**config.mk**
```make
export PLATFORM = sky130hd
export DESIGN_NAME = dramCmdGuard
export DESIGN_NICKNAME = d
export VERILOG_FILES = /design/src/rtl/dramCmdGuardPkg.sv /design/src/rtl/winTimer.sv /design/src/rtl/cmdBankTracker.sv /design/src/rtl/cmdRuleCtrl.sv /design/src/rtl/dramCmdGuard.sv
export SDC_FILE = /design/constraint.sdc
export NUM_CORES = 1
export LEC_CHECK = 0
export BUFFER_PORTS_ARGS = -buffer_cell sky130_fd_sc_hd__buf_2
export CAP_MARGIN = 40
export CORE_UTILIZATION = 50
export DETAILED_ROUTE_END_ITERATION = 16
export GPL_TIMING_DRIVEN = 1
export PLACE_DENSITY_LB_ADDON = 0.15
export SYNTH_ARGS = -nofsm -noshare
export SYNTH_HDL_FRONTEND = slang
export SYNTH_SLANG_ARGS = --single-unit
export TNS_END_PERCENT = 30
```
**constraint.sdc**
```tcl
create_clock -name clk -period 3.42 [get_ports clk]
set_clock_uncertainty 0.2 [all_clocks]
set_input_delay 0.684 -clock clk [delete_from_list [all_inputs] [get_ports clk]]
set_output_delay 0.684 -clock clk [all_outputs]
set_load 0.05 [all_outputs]
```
**src/rtl/dramCmdGuardPkg.sv**
```systemverilog
package dramCmdGuardPkg;

  typedef enum logic [2:0] {
    CMD_NOP  = 3'd0,
    CMD_ACT  = 3'd1,
    CMD_PRE  = 3'd2,
    CMD_PREA = 3'd3,
    CMD_WR   = 3'd4,
    CMD_WRA  = 3'd5,
    CMD_RD   = 3'd6,
    CMD_RDA  = 3'd7
  } dramCmd_e;

  typedef enum logic [3:0] {
    RSN_NONE        = 4'd0,
    RSN_PREALL_BUSY = 4'd1,
    RSN_ACT_OPEN    = 4'd2,
    RSN_RRD         = 4'd3,
    RSN_RDA_WRA     = 4'd4,
    RSN_WTR         = 4'd5,
    RSN_WR_GAP      = 4'd6,
    RSN_RD_GAP      = 4'd7,
    RSN_RTW         = 4'd8
  } reason_e;

  typedef enum logic [2:0] {
    ACTN_IDLE = 3'd0,
    ACTN_ACT  = 3'd1,
    ACTN_WR   = 3'd2,
    ACTN_WRA  = 3'd3,
    ACTN_RD   = 3'd4,
    ACTN_RDA  = 3'd5,
    ACTN_PRE  = 3'd6
  } bankAction_e;

  // Strobes from control to datapath, one per command class
  typedef struct packed {
    logic act;
    logic pre;
    logic preAll;
    logic wr;
    logic rd;
    logic autoPre;
  } trackStrobe_t;

  function automatic int maxInt(input int a, input int b);
    return (a > b) ? a : b;
  endfunction

endpackage

```
**src/rtl/winTimer.sv**
```systemverilog
// Down-counting window: busy for LOAD cycles after a start pulse
module winTimer #(
  parameter int CNT_W = 4,
  parameter int LOAD  = 3
) (
  input  logic clk,
  input  logic rst,
  input  logic start,
  output logic busy
);
  localparam logic [CNT_W-1:0] LOAD_V = CNT_W'(LOAD);

  logic [CNT_W-1:0] cntQ;

  always_ff @(posedge clk) begin
    if (rst) begin
      cntQ <= '0;
    end else if (start) begin
      cntQ <= LOAD_V;
    end else if (cntQ != '0) begin
      cntQ <= cntQ - CNT_W'(1);
    end
  end

  assign busy = (cntQ != '0);
endmodule

```
**src/rtl/cmdBankTracker.sv**
```systemverilog
// Datapath: per-bank action tracking plus shared command windows
module cmdBankTracker
  import dramCmdGuardPkg::*;
#(
  parameter int N_BANKS   = 8,
  parameter int BANK_W    = 3,
  parameter int CNT_W     = 4,
  parameter int ACT_DUR   = 5,
  parameter int WR_DUR    = 8,
  parameter int RD_DUR    = 10,
  parameter int PRE_DUR   = 5,
  parameter int RRD_WIN   = 3,
  parameter int WTR_WIN   = 6,
  parameter int RTW_WIN   = 4
) (
  input  logic               clk,
  input  logic               rst,
  input  trackStrobe_t       strobe,
  input  logic [BANK_W-1:0]  bankSel,
  output logic [N_BANKS-1:0] actBusy,
  output logic [N_BANKS-1:0] wrBusy,
  output logic [N_BANKS-1:0] wraBusy,
  output logic [N_BANKS-1:0] rdBusy,
  output logic [N_BANKS-1:0] bankOpen,
  output logic               preAllBusy,
  output logic               rrdBusy,
  output logic               wtrBusy,
  output logic               rtwBusy,
  output logic               prevWrite,
  output logic               prevRead
);
  localparam logic [CNT_W-1:0] ACT_LD = CNT_W'(ACT_DUR - 1);
  localparam logic [CNT_W-1:0] WR_LD  = CNT_W'(WR_DUR - 1);
  localparam logic [CNT_W-1:0] RD_LD  = CNT_W'(RD_DUR - 1);
  localparam logic [CNT_W-1:0] PRE_LD = CNT_W'(PRE_DUR - 1);

  bankAction_e      nextKind;
  logic [CNT_W-1:0] nextLoad;
  logic             bankCmd;

  assign bankCmd = strobe.act | strobe.pre | strobe.wr | strobe.rd;

  always_comb begin
    nextKind = ACTN_IDLE;
    nextLoad = '0;
    if (strobe.act) begin
      nextKind = ACTN_ACT;
      nextLoad = ACT_LD;
    end else if (strobe.pre) begin
      nextKind = ACTN_PRE;
      nextLoad = PRE_LD;
    end else if (strobe.wr) begin
      nextKind = strobe.autoPre ? ACTN_WRA : ACTN_WR;
      nextLoad = WR_LD;
    end else if (strobe.rd) begin
      nextKind = strobe.autoPre ? ACTN_RDA : ACTN_RD;
      nextLoad = RD_LD;
    end
  end

  for (genvar g = 0; g < N_BANKS; g++) begin : gBank
    bankAction_e      kindQ;
    logic [CNT_W-1:0] cntQ;
    logic             openQ;
    logic             hit;
    logic             running;

    assign hit     = (bankSel == BANK_W'(g));
    assign running = (cntQ != '0);

    always_ff @(posedge clk) begin
      if (rst) begin
        kindQ <= ACTN_IDLE;
        cntQ  <= '0;
        openQ <= 1'b0;
      end else begin
        if (hit && bankCmd) begin
          kindQ <= nextKind;
          cntQ  <= nextLoad;
        end else if (running) begin
          cntQ <= cntQ - CNT_W'(1);
        end

        if (strobe.preAll) begin
          openQ <= 1'b0;
        end else if (hit && strobe.act) begin
          openQ <= 1'b1;
        end else if (hit && (strobe.pre || ((strobe.wr || strobe.rd) && strobe.autoPre))) begin
          openQ <= 1'b0;
        end
      end
    end

    assign actBusy[g]  = running && (kindQ == ACTN_ACT);
    assign wrBusy[g]   = running && ((kindQ == ACTN_WR) || (kindQ == ACTN_WRA));
    assign wraBusy[g]  = running && (kindQ == ACTN_WRA);
    assign rdBusy[g]   = running && ((kindQ == ACTN_RD) || (kindQ == ACTN_RDA));
    assign bankOpen[g] = openQ;
  end

  winTimer #(.CNT_W(CNT_W), .LOAD(PRE_DUR - 1)) preAllTimer_i (
    .clk(clk), .rst(rst), .start(strobe.preAll), .busy(preAllBusy));

  winTimer #(.CNT_W(CNT_W), .LOAD(RRD_WIN - 1)) rrdTimer_i (
    .clk(clk), .rst(rst), .start(strobe.act), .busy(rrdBusy));

  winTimer #(.CNT_W(CNT_W), .LOAD(WTR_WIN - 1)) wtrTimer_i (
    .clk(clk), .rst(rst), .start(strobe.wr), .busy(wtrBusy));

  winTimer #(.CNT_W(CNT_W), .LOAD(RTW_WIN - 1)) rtwTimer_i (
    .clk(clk), .rst(rst), .start(strobe.rd), .busy(rtwBusy));

  always_ff @(posedge clk) begin
    if (rst) begin
      prevWrite <= 1'b0;
      prevRead  <= 1'b0;
    end else begin
      prevWrite <= strobe.wr;
      prevRead  <= strobe.rd;
    end
  end
endmodule

```
**src/rtl/cmdRuleCtrl.sv**
```systemverilog
// Control: decodes commands, evaluates overlap rules, registers verdict
module cmdRuleCtrl
  import dramCmdGuardPkg::*;
#(
  parameter int N_BANKS = 8,
  parameter int BANK_W  = 3
) (
  input  logic               clk,
  input  logic               rst,
  input  logic               cmdValid,
  input  logic [2:0]         cmdCode,
  input  logic [BANK_W-1:0]  cmdBank,
  input  logic [N_BANKS-1:0] actBusy,
  input  logic [N_BANKS-1:0] wrBusy,
  input  logic [N_BANKS-1:0] wraBusy,
  input  logic [N_BANKS-1:0] rdBusy,
  input  logic [N_BANKS-1:0] bankOpen,
  input  logic               preAllBusy,
  input  logic               rrdBusy,
  input  logic               wtrBusy,
  input  logic               rtwBusy,
  input  logic               prevWrite,
  input  logic               prevRead,
  output trackStrobe_t       strobe,
  output logic [BANK_W-1:0]  bankSel,
  output logic               violation,
  output logic [3:0]         reason
);
  dramCmd_e           cmdE;
  logic               isAct, isPre, isPreA, isWr, isWra, isRd, isRda;
  logic               anyCmd, anyWrite, anyRead;
  logic [N_BANKS-1:0] ownMask;
  logic               ownOpen, otherAct, otherWr, otherWra, otherRd;
  reason_e            rsnNext;

  assign cmdE    = dramCmd_e'(cmdCode);
  assign isAct   = cmdValid && (cmdE == CMD_ACT);
  assign isPre   = cmdValid && (cmdE == CMD_PRE);
  assign isPreA  = cmdValid && (cmdE == CMD_PREA);
  assign isWr    = cmdValid && (cmdE == CMD_WR);
  assign isWra   = cmdValid && (cmdE == CMD_WRA);
  assign isRd    = cmdValid && (cmdE == CMD_RD);
  assign isRda   = cmdValid && (cmdE == CMD_RDA);
  assign anyCmd  = cmdValid && (cmdE != CMD_NOP);
  assign anyWrite = isWr | isWra;
  assign anyRead  = isRd | isRda;

  for (genvar g = 0; g < N_BANKS; g++) begin : gOwn
    assign ownMask[g] = (cmdBank == BANK_W'(g));
  end

  assign ownOpen  = |(bankOpen & ownMask);
  assign otherAct = |(actBusy & ~ownMask);
  assign otherWr  = |(wrBusy & ~ownMask);
  assign otherWra = |(wraBusy & ~ownMask);
  assign otherRd  = |(rdBusy & ~ownMask);

  always_comb begin
    strobe.act     = isAct;
    strobe.pre     = isPre;
    strobe.preAll  = isPreA;
    strobe.wr      = anyWrite;
    strobe.rd      = anyRead;
    strobe.autoPre = isWra | isRda;
  end

  assign bankSel = cmdBank;

  // Ordered rule chain: earlier checks win
  always_comb begin
    rsnNext = RSN_NONE;
    if (anyCmd && preAllBusy) begin
      rsnNext = RSN_PREALL_BUSY;
    end else if (isAct && ownOpen) begin
      rsnNext = RSN_ACT_OPEN;
    end else if (isAct && otherAct && rrdBusy) begin
      rsnNext = RSN_RRD;
    end else if (isRda && otherWra) begin
      rsnNext = RSN_RDA_WRA;
    end else if (anyRead && otherWr && wtrBusy) begin
      rsnNext = RSN_WTR;
    end else if (anyWrite && otherWr && prevWrite) begin
      rsnNext = RSN_WR_GAP;
    end else if (anyRead && otherRd && prevRead) begin
      rsnNext = RSN_RD_GAP;
    end else if (anyWrite && otherRd && rtwBusy) begin
      rsnNext = RSN_RTW;
    end
  end

  always_ff @(posedge clk) begin
    if (rst) begin
      violation <= 1'b0;
      reason    <= 4'd0;
    end else begin
      violation <= (rsnNext != RSN_NONE);
      reason    <= rsnNext;
    end
  end
endmodule

```
**src/rtl/dramCmdGuard.sv**
```systemverilog
module dramCmdGuard
  import dramCmdGuardPkg::*;
#(
  parameter int N_BANKS   = 8,
  parameter int T_RCD     = 5,
  parameter int T_RRD     = 3,
  parameter int T_WR      = 4,
  parameter int BURST_LEN = 4,
  parameter int READ_LAT  = 6,
  parameter int T_RP      = 5,
  parameter int T_WTR     = 6,
  parameter int T_RTW     = 4,
  localparam int BANK_W   = $clog2(N_BANKS)
) (
  input  logic              clk,
  input  logic              rst,
  input  logic              cmdValid,
  input  logic [2:0]        cmdCode,
  input  logic [BANK_W-1:0] cmdBank,
  output logic              violation,
  output logic [3:0]        reason
);
  localparam int WR_DUR  = BURST_LEN + T_WR;
  localparam int RD_DUR  = READ_LAT + BURST_LEN;
  localparam int MAX_DUR = maxInt(maxInt(maxInt(T_RCD, WR_DUR), maxInt(RD_DUR, T_RP)),
                                  maxInt(maxInt(T_RRD, T_WTR), T_RTW));
  localparam int CNT_W   = $clog2(MAX_DUR + 1);

  trackStrobe_t       strobe;
  logic [BANK_W-1:0]  bankSel;
  logic [N_BANKS-1:0] actBusy, wrBusy, wraBusy, rdBusy, bankOpen;
  logic               preAllBusy, rrdBusy, wtrBusy, rtwBusy, prevWrite, prevRead;

  cmdRuleCtrl #(.N_BANKS(N_BANKS), .BANK_W(BANK_W)) ctrl_i (
    .clk(clk), .rst(rst),
    .cmdValid(cmdValid), .cmdCode(cmdCode), .cmdBank(cmdBank),
    .actBusy(actBusy), .wrBusy(wrBusy), .wraBusy(wraBusy), .rdBusy(rdBusy),
    .bankOpen(bankOpen), .preAllBusy(preAllBusy), .rrdBusy(rrdBusy),
    .wtrBusy(wtrBusy), .rtwBusy(rtwBusy), .prevWrite(prevWrite), .prevRead(prevRead),
    .strobe(strobe), .bankSel(bankSel), .violation(violation), .reason(reason));

  cmdBankTracker #(
    .N_BANKS(N_BANKS), .BANK_W(BANK_W), .CNT_W(CNT_W),
    .ACT_DUR(T_RCD), .WR_DUR(WR_DUR), .RD_DUR(RD_DUR), .PRE_DUR(T_RP),
    .RRD_WIN(T_RRD), .WTR_WIN(T_WTR), .RTW_WIN(T_RTW)
  ) track_i (
    .clk(clk), .rst(rst), .strobe(strobe), .bankSel(bankSel),
    .actBusy(actBusy), .wrBusy(wrBusy), .wraBusy(wraBusy), .rdBusy(rdBusy),
    .bankOpen(bankOpen), .preAllBusy(preAllBusy), .rrdBusy(rrdBusy),
    .wtrBusy(wtrBusy), .rtwBusy(rtwBusy), .prevWrite(prevWrite), .prevRead(prevRead));
endmodule

```
==> metrics, run 1 <==
most frequent cells after synthesis=dfxtp_1, nand2_1, nor2_1; core area=a little under 9000 sq um; Least-Margin Pin Slew=between 0.9 and 1 ns; routed vias/inst=just over 6; leakage=between 1.5 and 2 nW; Netlist cell types=58; Clock transition at path regs=roughly 0.080 ns; leading post-synthesis cells by cell area=dfxtp_1, a21oi_1, nand2_1, nor2_1, a22oi_1; PortBufs=13; Row Count=34; startpoint types=input pin; critical-path cell list=buf_2 -> and3b_1 -> nor4_1 -> a2111oi_0 -> a31oi_1 -> nor4_4 -> a31oi_1; Layout Nets=588; Final Instance Count excl. Fillers=between 600 and 700; kind of critical path=in -> reg; Peak supply drop=approximately 0.34 mV; layout cells sized above 1=0.114; Most common cell on crit path=a31oi_1; met3 wire length=about 600 microns; TritonRoute pass-1 iters=4; post-CTS setup buffer count=0; Final WS setup=between 0.5 and 0.6 ns; Fin Setup TNS=0 ns; Final Max Tran Viols=0; H-tree depth=3; number of fillers in the final layout=820; final WL=around 11,000 microns; Post-Syn Area=roughly 4600 sq um; status=finished clean; Starting Density=0.521; Critical Path Max Stage Delay=between 0.5 and 0.6 ns; post-cts repair resize count=0; required time worst endpoint=3.46 ns; wire length per cell=roughly 16 microns; crit path DAT=2.89 ns; sequential area share after synthesis=0.382; post-synth net total=~570; Final min period=between 2 and 3 ns; slowest cell on the critical path=a2111oi_0; Post-synth EDFFs=0; Num CTS Buffers=9; Placement Cell Area=about 4800 sq um; final worst-path cycle share=0.834; CTS Buffer Depth=2; clock sinks=87; number of warnings issued by yosys=0; Die ar.=9510 sq um; ys async rst share=0; RePlAce Congestion=~0.9; first-pass GRT wire length=about 19,000 microns; Peak Freq=350 MHz; hpwl dp=7870 microns; Worst-Skew Late Latency=0.36 ns; # DRC=0; Antenna Violating Nets Remaining=0; io pins=14; vias in the first global route=3,893; cell taking the most area after synthesis=dfxtp_1; routed via count=between 4,000 and 5,000; Crit. End Element=flop; cells after synthesis=around 550; Final Hold Viols=0; WL met2=a little over 5000 microns; RSZ-0062 raised after global routing=false; pwr dens=roughly 760 nW/um^2; share of the synthesized area in the top cell type=0.382; 1st-iter DRT viols=227; root buffer cell=clkbuf_8; chip height=97.5 microns; CTS tree=yes; #FFs+latches synth=87; Max-cap violations=0; initial antenna violation count=0; ANT cells=0; most numerous cell in the Yosys netlist=dfxtp_1; min-delay worst type=reg -> reg; ys flop type=dfxtp_1; final setup fails=0; largest net degree at the start of global routing=42; Setup WS pre-CTS=0.279 ns; gr usage total=0.242; CTS Hold Bufs=0; design area=5010 sq um; met1 WL=roughly 5200 microns; top sig layer=met4; Slew HR=0.368; Mapped Avg Cell Area=about 8.2 sq um; die width=between 90 and 100 microns; total grt overflow=0; Area growth syn-to-layout=9.93%; Post-Place Cells=664; worst-path maximum fanout=17
==> layer usage <==
layer	vias to the layer above	GRT usage
met2	115	0.392
met5	-	0
met3	15	0.0619
met1	1942	0.314
met4	0	0.0814
li1	2035	-
==> state kept, by name, indices dropped and copies added, names as in the netlist <==
register / cells
ctrl_i.reason: 4
ctrl_i.violation: 1
track_i.gBank.cntQ: 32
track_i.gBank.kindQ: 24
track_i.gBank.openQ: 8
track_i.preAllTimer_i.cntQ: 4
track_i.prevRead: 1
track_i.prevWrite: 1
track_i.rrdTimer_i.cntQ: 4
track_i.rtwTimer_i.cntQ: 4
track_i.wtrTimer_i.cntQ: 4
==> worst paths after layout <==
| kind | startpoint | end | slack, ns | cells past startpoint |
|---|---|---|---|---|
| max | cmdBank[2] | ctrl_i.violation | 0.57 | 7 |
| min | track_i.gBank[0].openQ | track_i.gBank[0].openQ | 0.27 | 2 |
| max reg2reg | track_i.gBank[5].cntQ[0] | ctrl_i.violation | 0.69 | 9 |
| min reg2reg | track_i.gBank[0].openQ | track_i.gBank[0].openQ | 0.27 | 2 |
==> critical path, delay by kind of cell <==
family	cells	cell delay, ns
AO/OA/AOI/OAI	3	0.98
buffers and inverters	1	0.26
AND/OR/NAND/NOR	3	0.95
==> kinds of logic after synthesis <==
logic type | after synthesis | share of synthesized area
AOI/OAI and AO/OA | 138 | 0.203
xor gates and xnor gates | 13 | 0.0250
adders and majority gates | 12 | 0.0329
and+or+nand+nor | 221 | 0.261
DFF | 87 | 0.382
muxes | 17 | 0.0403
buffers and inverters | 65 | 0.0562
==> layout by cell type, fill, tap and decap left out, types with 2 or more instances in the layout <==
master and n:
a211oi_1 2, a21o_1 8, a21oi_1 44, a221oi_1 8, a22o_1 2, a22oi_1 22, a311oi_1 8, a31oi_1 4
and2_1 3, and3_1 3, and3b_1 5, buf_2 13, buf_4 24, bufinv_16 2, clkbuf_1 2, clkbuf_8 10
dfxtp_1 87, ha_1 12, inv_1 31, mux2i_1 15, nand2_1 58, nand2b_1 5, nand3_1 6, nand3b_1 6
nor2_1 51, nor2b_1 2, nor3_1 25, nor3b_1 10, nor3b_2 3, nor4_1 12, nor4b_1 7, o211ai_1 4
o21ai_0 23, or2_2 2, or3_1 11, or3b_1 2, or4_1 3, xnor2_1 13
==> stage by stage <==
step | power (W) | hold slack (ns) | util
6_report | 0.00379 | 0.268 | 0.572
3_5_place_dp | 0.00301 | 0.258 | 0.548
5_1_grt | 0.00411 | 0.299 | 0.572
2_1_floorplan | 0.00261 | 0.235 | -
3_3_place_gp | 0.00295 | 0.252 | 0.548
4_1_cts | 0.00381 | 0.269 | 0.572
==> where the power goes <==
group / total (W) / internal, W / leakage (nW) / switching, W
Sequential: 0.00137 / 0.00122 / 0.711 / 0.000149
Clock: 0.000784 / 0.000428 / 0.103 / 0.000356
Combinational: 0.00163 / 0.000767 / 1.12 / 0.000864
Total: 0.00379 / 0.00242 / 1.93 / 0.00137
==> area by class of cell <==
type	count	area, sq um	area share
Multi-Input combinational cell	401	2560	0.511
Timing Repair Buffer	37	245	0.0489
Clock buffer	12	145	0.0289
Tap cell	108	135	0.0269
Clock inverter	3	67.6	0.0135
Inverter	31	116	0.0232
Sequential cell	87	1740	0.347
No activity file was read; power rests on OpenSTA's default activity.
==> inputs of run 2 (changes only) <==
clock period = 2.8 ns   (was 3.42 ns; I/O delays follow)
==> run 2 against run 1 <==
Effect of this change: worst setup slack got worse by 0.36 ns; critical path depth is 2 higher; final cell count is 1.6% higher; sequential share of layout area fell by 0.63 points; routed wire length grew 1.2%; first-iteration DRC count is 1.3% higher; sequential power is 23% higher; power grew 22%; critical path type is now reg -> reg; largest cell class unchanged.
==> metrics, run 2 (synthesis results as in run 1) <==
total grt overflow=0 (unchanged); TritonRoute pass-1 iters=5 (+1); initial antenna violation count=0 (unchanged); Worst R2R Path Depth=9 (unchanged); Area growth syn-to-layout=12.0%; Row Count=34 (unchanged); most common cell after layout, fill and taps aside=dfxtp_1; RePlAce Congestion=0.903 (+0.88%); final core utilization=0.583 (+0.0106); hpwl dp=7950 microns (+0.99%); Fin Setup TNS=0 ns (unchanged); most frequent cells in the layout=dfxtp_1, nand2_1, nor2_1; Final Power=0.00462 W (+22%); Sw Share=0.375 (+0.0136); largest net degree at the start of global routing=37 (-12%); first-pass GRT wire length=18,700 microns (+0.41%); required time worst endpoint=2.84 ns (-0.62 ns); CTS tree=yes; layout cells sized above 1=0.137 (+0.0236); clock sinks=87 (unchanged); core area=8760 sq um (unchanged); pwr dens=904 nW/um^2 (+20%); reg-to-reg endpoint=ctrl_i.violation; Sw Pwr=0.00173 W (+26%); R2R Path Start=track_i.gBank[1].cntQ[0]; Worst-Skew Late Latency=0.36 ns (about the same); PortBufs=13 (unchanged); final WL=11,200 microns (+1.2%); root buffer cell=clkbuf_8; Peak Freq=between 300 and 400 MHz; vias in the first global route=3,960 (+1.7%); Clock transition at path regs=0.10 ns (+0.02 ns); min-delay worst type=reg -> reg; # DRC=0 (unchanged); Peak supply drop=0.483 mV (+42%); 1st-iter DRT viols=230 (+1.3%); CTS Buffer Depth=2 (unchanged); final worst-path cycle share=0.927; crit path DAT=2.63 ns (-0.26 ns); Crit. End Element=flop; critical-path cell list=inv_1 -> ha_1 -> or3b_1 -> nor3b_1 -> a22o_1 -> a221oi_4 -> a211oi_1 -> nor4_4 -> a31oi_1; leakage=1.98 nW (+2.5%); Least-Margin Pin Slew=0.556 ns (-0.387 ns); Layout Nets=598 (+1.7%); largest registers=track_i.gBank.cntQ (32), track_i.gBank.kindQ (24), track_i.gBank.openQ (8); worst-path maximum fanout=4 (-13); status=finished clean; H-tree depth=3 (unchanged); startpoint types=flop; Final Max Tran Viols=0 (unchanged); Antenna Violating Nets Remaining=0 (unchanged); Num CTS Buffers=9 (unchanged); Critical Path Max Stage Delay=0.41 ns (-0.17 ns); slowest cell on the critical path=or3b_1; P_int=0.00289 W (+19%); Placement Cell Area=4880 sq um (+1.6%); Max-cap violations=0 (unchanged); Reg power frac=0.364 (about the same); final setup fails=0 (unchanged); design area=5110 sq um (+1.8%); Largest Register=track_i.gBank.cntQ; Hold Slack=0.283 ns (+0.0151 ns); ANT cells=0 (unchanged); worst reg2reg setup slack=0.20 ns (-0.49 ns); gr usage total=0.243 (+0.00106); routed via count=4,157 (+1.2%); Logic pwr share=0.443 (+0.013); io pins=14 (unchanged); wire length per cell=16.2 microns (-0.42%); hold depth=2 (unchanged); die width=97.5 microns (unchanged); Slew HR=0.629 (+0.261); hold wc startpoint=track_i.gBank[0].openQ; post-CTS setup buffer count=0 (unchanged); kind of critical path=reg -> reg; routed vias/inst=6.02 (-0.40%); Die ar.=9510 sq um (unchanged); number of fillers in the final layout=802 (-2.2%); Final Hold Viols=0 (unchanged); RSZ-0062 raised after global routing=false; chip height=97.5 microns (unchanged); Hold EP=track_i.gBank[0].openQ; Final min period=between 2 and 3 ns; Clk pwr share=0.193 (-0.014); Largest register FFs=32 (unchanged); Starting Density=0.521 (unchanged)
-- run 2: metrics by stage --
stage / worst slack [ns] / std cells
finish: 0.203 / 690
global route: 0.0334 / 690
CTS: 0.110 / 690
detailed placement: -0.0284 / 674
global placement: 0.0560 / 674
floorplan: 0.301 / 553
-- run 2: what timing repair did --
action / CTS / global route
endpoints found under the hold margin: 0 / 0
hold buffers: 0 / 0
resized for setup: 0 / 6
setup endpoints to repair: 0 / 4
-- run 2: layout make-up --
cell class	count	area, sq um	area share
clock inverters	6	67.6	0.0132
repair buffers	47	320	0.0627
well taps	108	135	0.0265
inverters	31	116	0.0228
clock buffers	10	128	0.0250
multi-input cells	401	2600	0.509
flip-flops and latches	87	1740	0.341
-- run 2: critical path, delay by kind of cell, from the launching register on --
kind	cells	cell delay, ns
flip-flops	1	0.35
adder cells (fa/ha/maj)	1	0.20
buffers and inverters	1	0.06
AO/OA/AOI/OAI	4	0.82
AND/OR/NAND/NOR	3	0.85
-- run 2: worst max path at each step --
stage	to	from	slack, ns	cells after the start
floorplan	ctrl_i.violation	cmdBank[1]	0.30	8
global placement	ctrl_i.violation	cmdBank[1]	0.06	9
detailed placement	ctrl_i.reason[1]	cmdBank[1]	-0.03	9
CTS	ctrl_i.violation	track_i.gBank[6].cntQ[0]	0.11	9
global route	ctrl_i.violation	track_i.gBank[4].cntQ[0]	0.03	10
finish	ctrl_i.violation	track_i.gBank[1].cntQ[0]	0.20	9
-- run 2: per-layer routing --
metal,up-vias,part of all wire,GRT usage
li1,2052,-,-
met1,1978,0.47,0.322
met2,109,0.46,0.401
met3,18,0.050,0.0338
met4,0,0.019,0.0916
met5,-,0,0
-- run 2: power groups by stage --
stage | combinational [W] | sequential [W] | clock (W)
6_report | 0.00205 | 0.00168 | 0.000891
2_1_floorplan | 0.00150 | 0.00169 | 0
3_3_place_gp | 0.00195 | 0.00170 | 0
3_5_place_dp | 0.00201 | 0.00171 | 0
4_1_cts | 0.00203 | 0.00168 | 0.000912
5_1_grt | 0.00231 | 0.00172 | 0.000959
==> inputs of run 3 (changes only) <==
CELL_PAD_IN_SITES_DETAIL_PLACEMENT = 1   (was not set)
CELL_PAD_IN_SITES_GLOBAL_PLACEMENT = 1   (was not set)
CORE_UTILIZATION = 47   (was 50)
==> run 3 against run 2 <==
Effect of this change: critical endpoint unchanged; clock power grew 0.6%; non-clock buffer count grew 6; routed wire length grew 19%; first-iteration DRC count shrank 29%.
==> metrics, run 3 (synthesis results as in run 1) <==
status=finished clean; Area growth syn-to-layout=13.2%; root buffer cell=clkbuf_8; H-tree depth=3 (unchanged); pwr dens=911 nW/um^2 (+0.70%); largest net degree at the start of global routing=47 (+27%); sequential cell area=1740 sq um (unchanged); wire length per cell=18.5 microns (+14%); PortBufs=13 (unchanged); startpoint types=flop; Final Max Tran Viols=0 (unchanged); Logic pwr share=0.449 (+0.006); Worst R2R Path Depth=10 (+1); RePlAce Congestion=0.823 (-8.8%); Antenna Violating Nets Remaining=0 (unchanged); chip height=101 microns (+3.1%); io pins=14 (unchanged); final setup fails=0 (unchanged); Row Count=35 (+2.9%); leakage=2.01 nW (+1.2%); Num CTS Buffers=9 (unchanged); Layout Nets=604 (+1.0%); required time worst endpoint=2.83 ns (about the same); P_int=0.00289 W (about the same); Final min period=2.62 ns (+0.0273 ns); first-pass GRT wire length=21,600 microns (+16%); crit path DAT=2.65 ns (+0.02 ns); routed via count=4,296 (+3.3%); TritonRoute pass-1 iters=5 (unchanged); Peak supply drop=0.562 mV (+17%); # DRC=0 (unchanged); ANT cells=0 (unchanged); Slew HR=0.640 (+0.0104); routed vias/inst=5.99 (-0.55%); worst-path maximum fanout=5 (+1); die width=101 microns (+3.1%); Hold Slack=0.268 ns (-0.0151 ns); most common cell after layout, fill and taps aside=dfxtp_1; Final Hold Viols=0 (unchanged); CTS tree=yes; Crit. End Element=flop; Max-cap violations=0 (unchanged); total grt overflow=0 (unchanged); Least-Margin Pin Slew=0.541 ns (-0.0156 ns); gr usage total=0.276 (+0.0331); Clock transition at path regs=0.10 ns (about the same); most frequent cells in the layout=dfxtp_1, nand2_1, nor2_1; Die ar.=10,100 sq um (+6.2%); Reg power frac=0.360 (-0.004); final worst-path cycle share=0.937 (+0.00977); CTS Buffer Depth=2 (unchanged); Clk pwr share=0.191 (-0.002); Largest register FFs=32 (unchanged); layout cells sized above 1=0.145 (+0.00710); Final Power=0.00470 W (+1.8%); vias in the first global route=4,361 (+10%); multi-input logic area=2590 sq um (-0.43%); final WL=13,200 microns (+19%); CTS Hold Bufs=0 (unchanged); hold depth=2 (unchanged); RSZ-0062 raised after global routing=true; min-delay worst type=in -> reg; core area=9330 sq um (+6.4%); Largest Register=track_i.gBank.cntQ; hpwl dp=9610 microns (+21%); kind of critical path=reg -> reg; Sw Pwr=0.00181 W (+4.6%); Starting Density=0.489 (-0.0315); clock sinks=87 (unchanged); Worst-Skew Late Latency=0.37 ns (about the same); Peak Freq=381 MHz (-1.0%); number of fillers in the final layout=1,162 (+45%); largest registers=track_i.gBank.cntQ (32), track_i.gBank.kindQ (24), track_i.gBank.openQ (8); 1st-iter DRT viols=164 (-29%); Sw Share=0.385 (+0.0104); initial antenna violation count=0 (unchanged)
## run 3: critical path, stage by stage, from the launching register on
cell and delay (ns):
dfxtp_1 0.34, inv_1 0.06, ha_1 0.19, or3b_1 0.39, buf_4 0.17, and4b_1 0.22, a32o_1 0.22, nor4_1 0.39
nor3_1 0.08, nor2_1 0.13, a31oi_1 0.09
## run 3: cell type report
| class | count | area share |
|---|---|---|
| sequential | 87 | 0.337 |
| inverter | 31 | 0.0225 |
| tap | 129 | 0.0313 |
| multi-input combinational | 401 | 0.501 |
| timing repair buffer | 53 | 0.0708 |
| clock buffer | 11 | 0.0254 |
| clock inverter | 5 | 0.0114 |
## run 3: power groups by stage
stage	clock, W	sequential (W)	combinational, W
CTS	0.000902	0.00169	0.00211
global placement	0	0.00170	0.00198
floorplan	0	0.00169	0.00150
detailed placement	0	0.00172	0.00209
finish	0.000896	0.00169	0.00211
global route	0.000962	0.00172	0.00237
## run 3: worst paths after layout
check                             start                    endpoint  slack (ns)
min reg2reg  track_i.rrdTimer_i.cntQ[3]  track_i.rrdTimer_i.cntQ[3]        0.27
max reg2reg    track_i.gBank[1].cntQ[0]            ctrl_i.violation        0.18
min                                 rst  track_i.rrdTimer_i.cntQ[1]        0.27
max            track_i.gBank[1].cntQ[0]            ctrl_i.violation        0.18
## run 3: per-stage QoR
step,util,area (sq um),worst slack [ns],setup TNS (ns),cells
after floorplan,-,4560,0.301,0,553
after global placement,0.530,4940,-0.0380,-0.0507,700
after detailed placement,0.530,4940,-0.0271,-0.0271,700
after CTS,0.550,5130,0.0605,0,716
after global routing,0.553,5160,-0.0233,-0.0233,717
final,0.553,5160,0.176,0,717
## run 3: metal layers
layer / wire, microns / part of all wire / up-vias / global-route usage
met5: 0 / 0 / - / 0
met4: 286 / 0.022 / 0 / 0.109
met3: 642 / 0.048 / 25 / 0.0513
met2: 6560 / 0.50 / 100 / 0.476
met1: 5750 / 0.43 / 2111 / 0.341
li1: - / - / 2060 / -
## run 3: timing repair
| item | CTS | global route |
|---|---|---|
| gates resized for setup | 1 | 4 |
| buffers inserted | 0 | 1 |
| setup endpoints to repair | 1 | 5 |
| pin swaps | 0 | 2 |
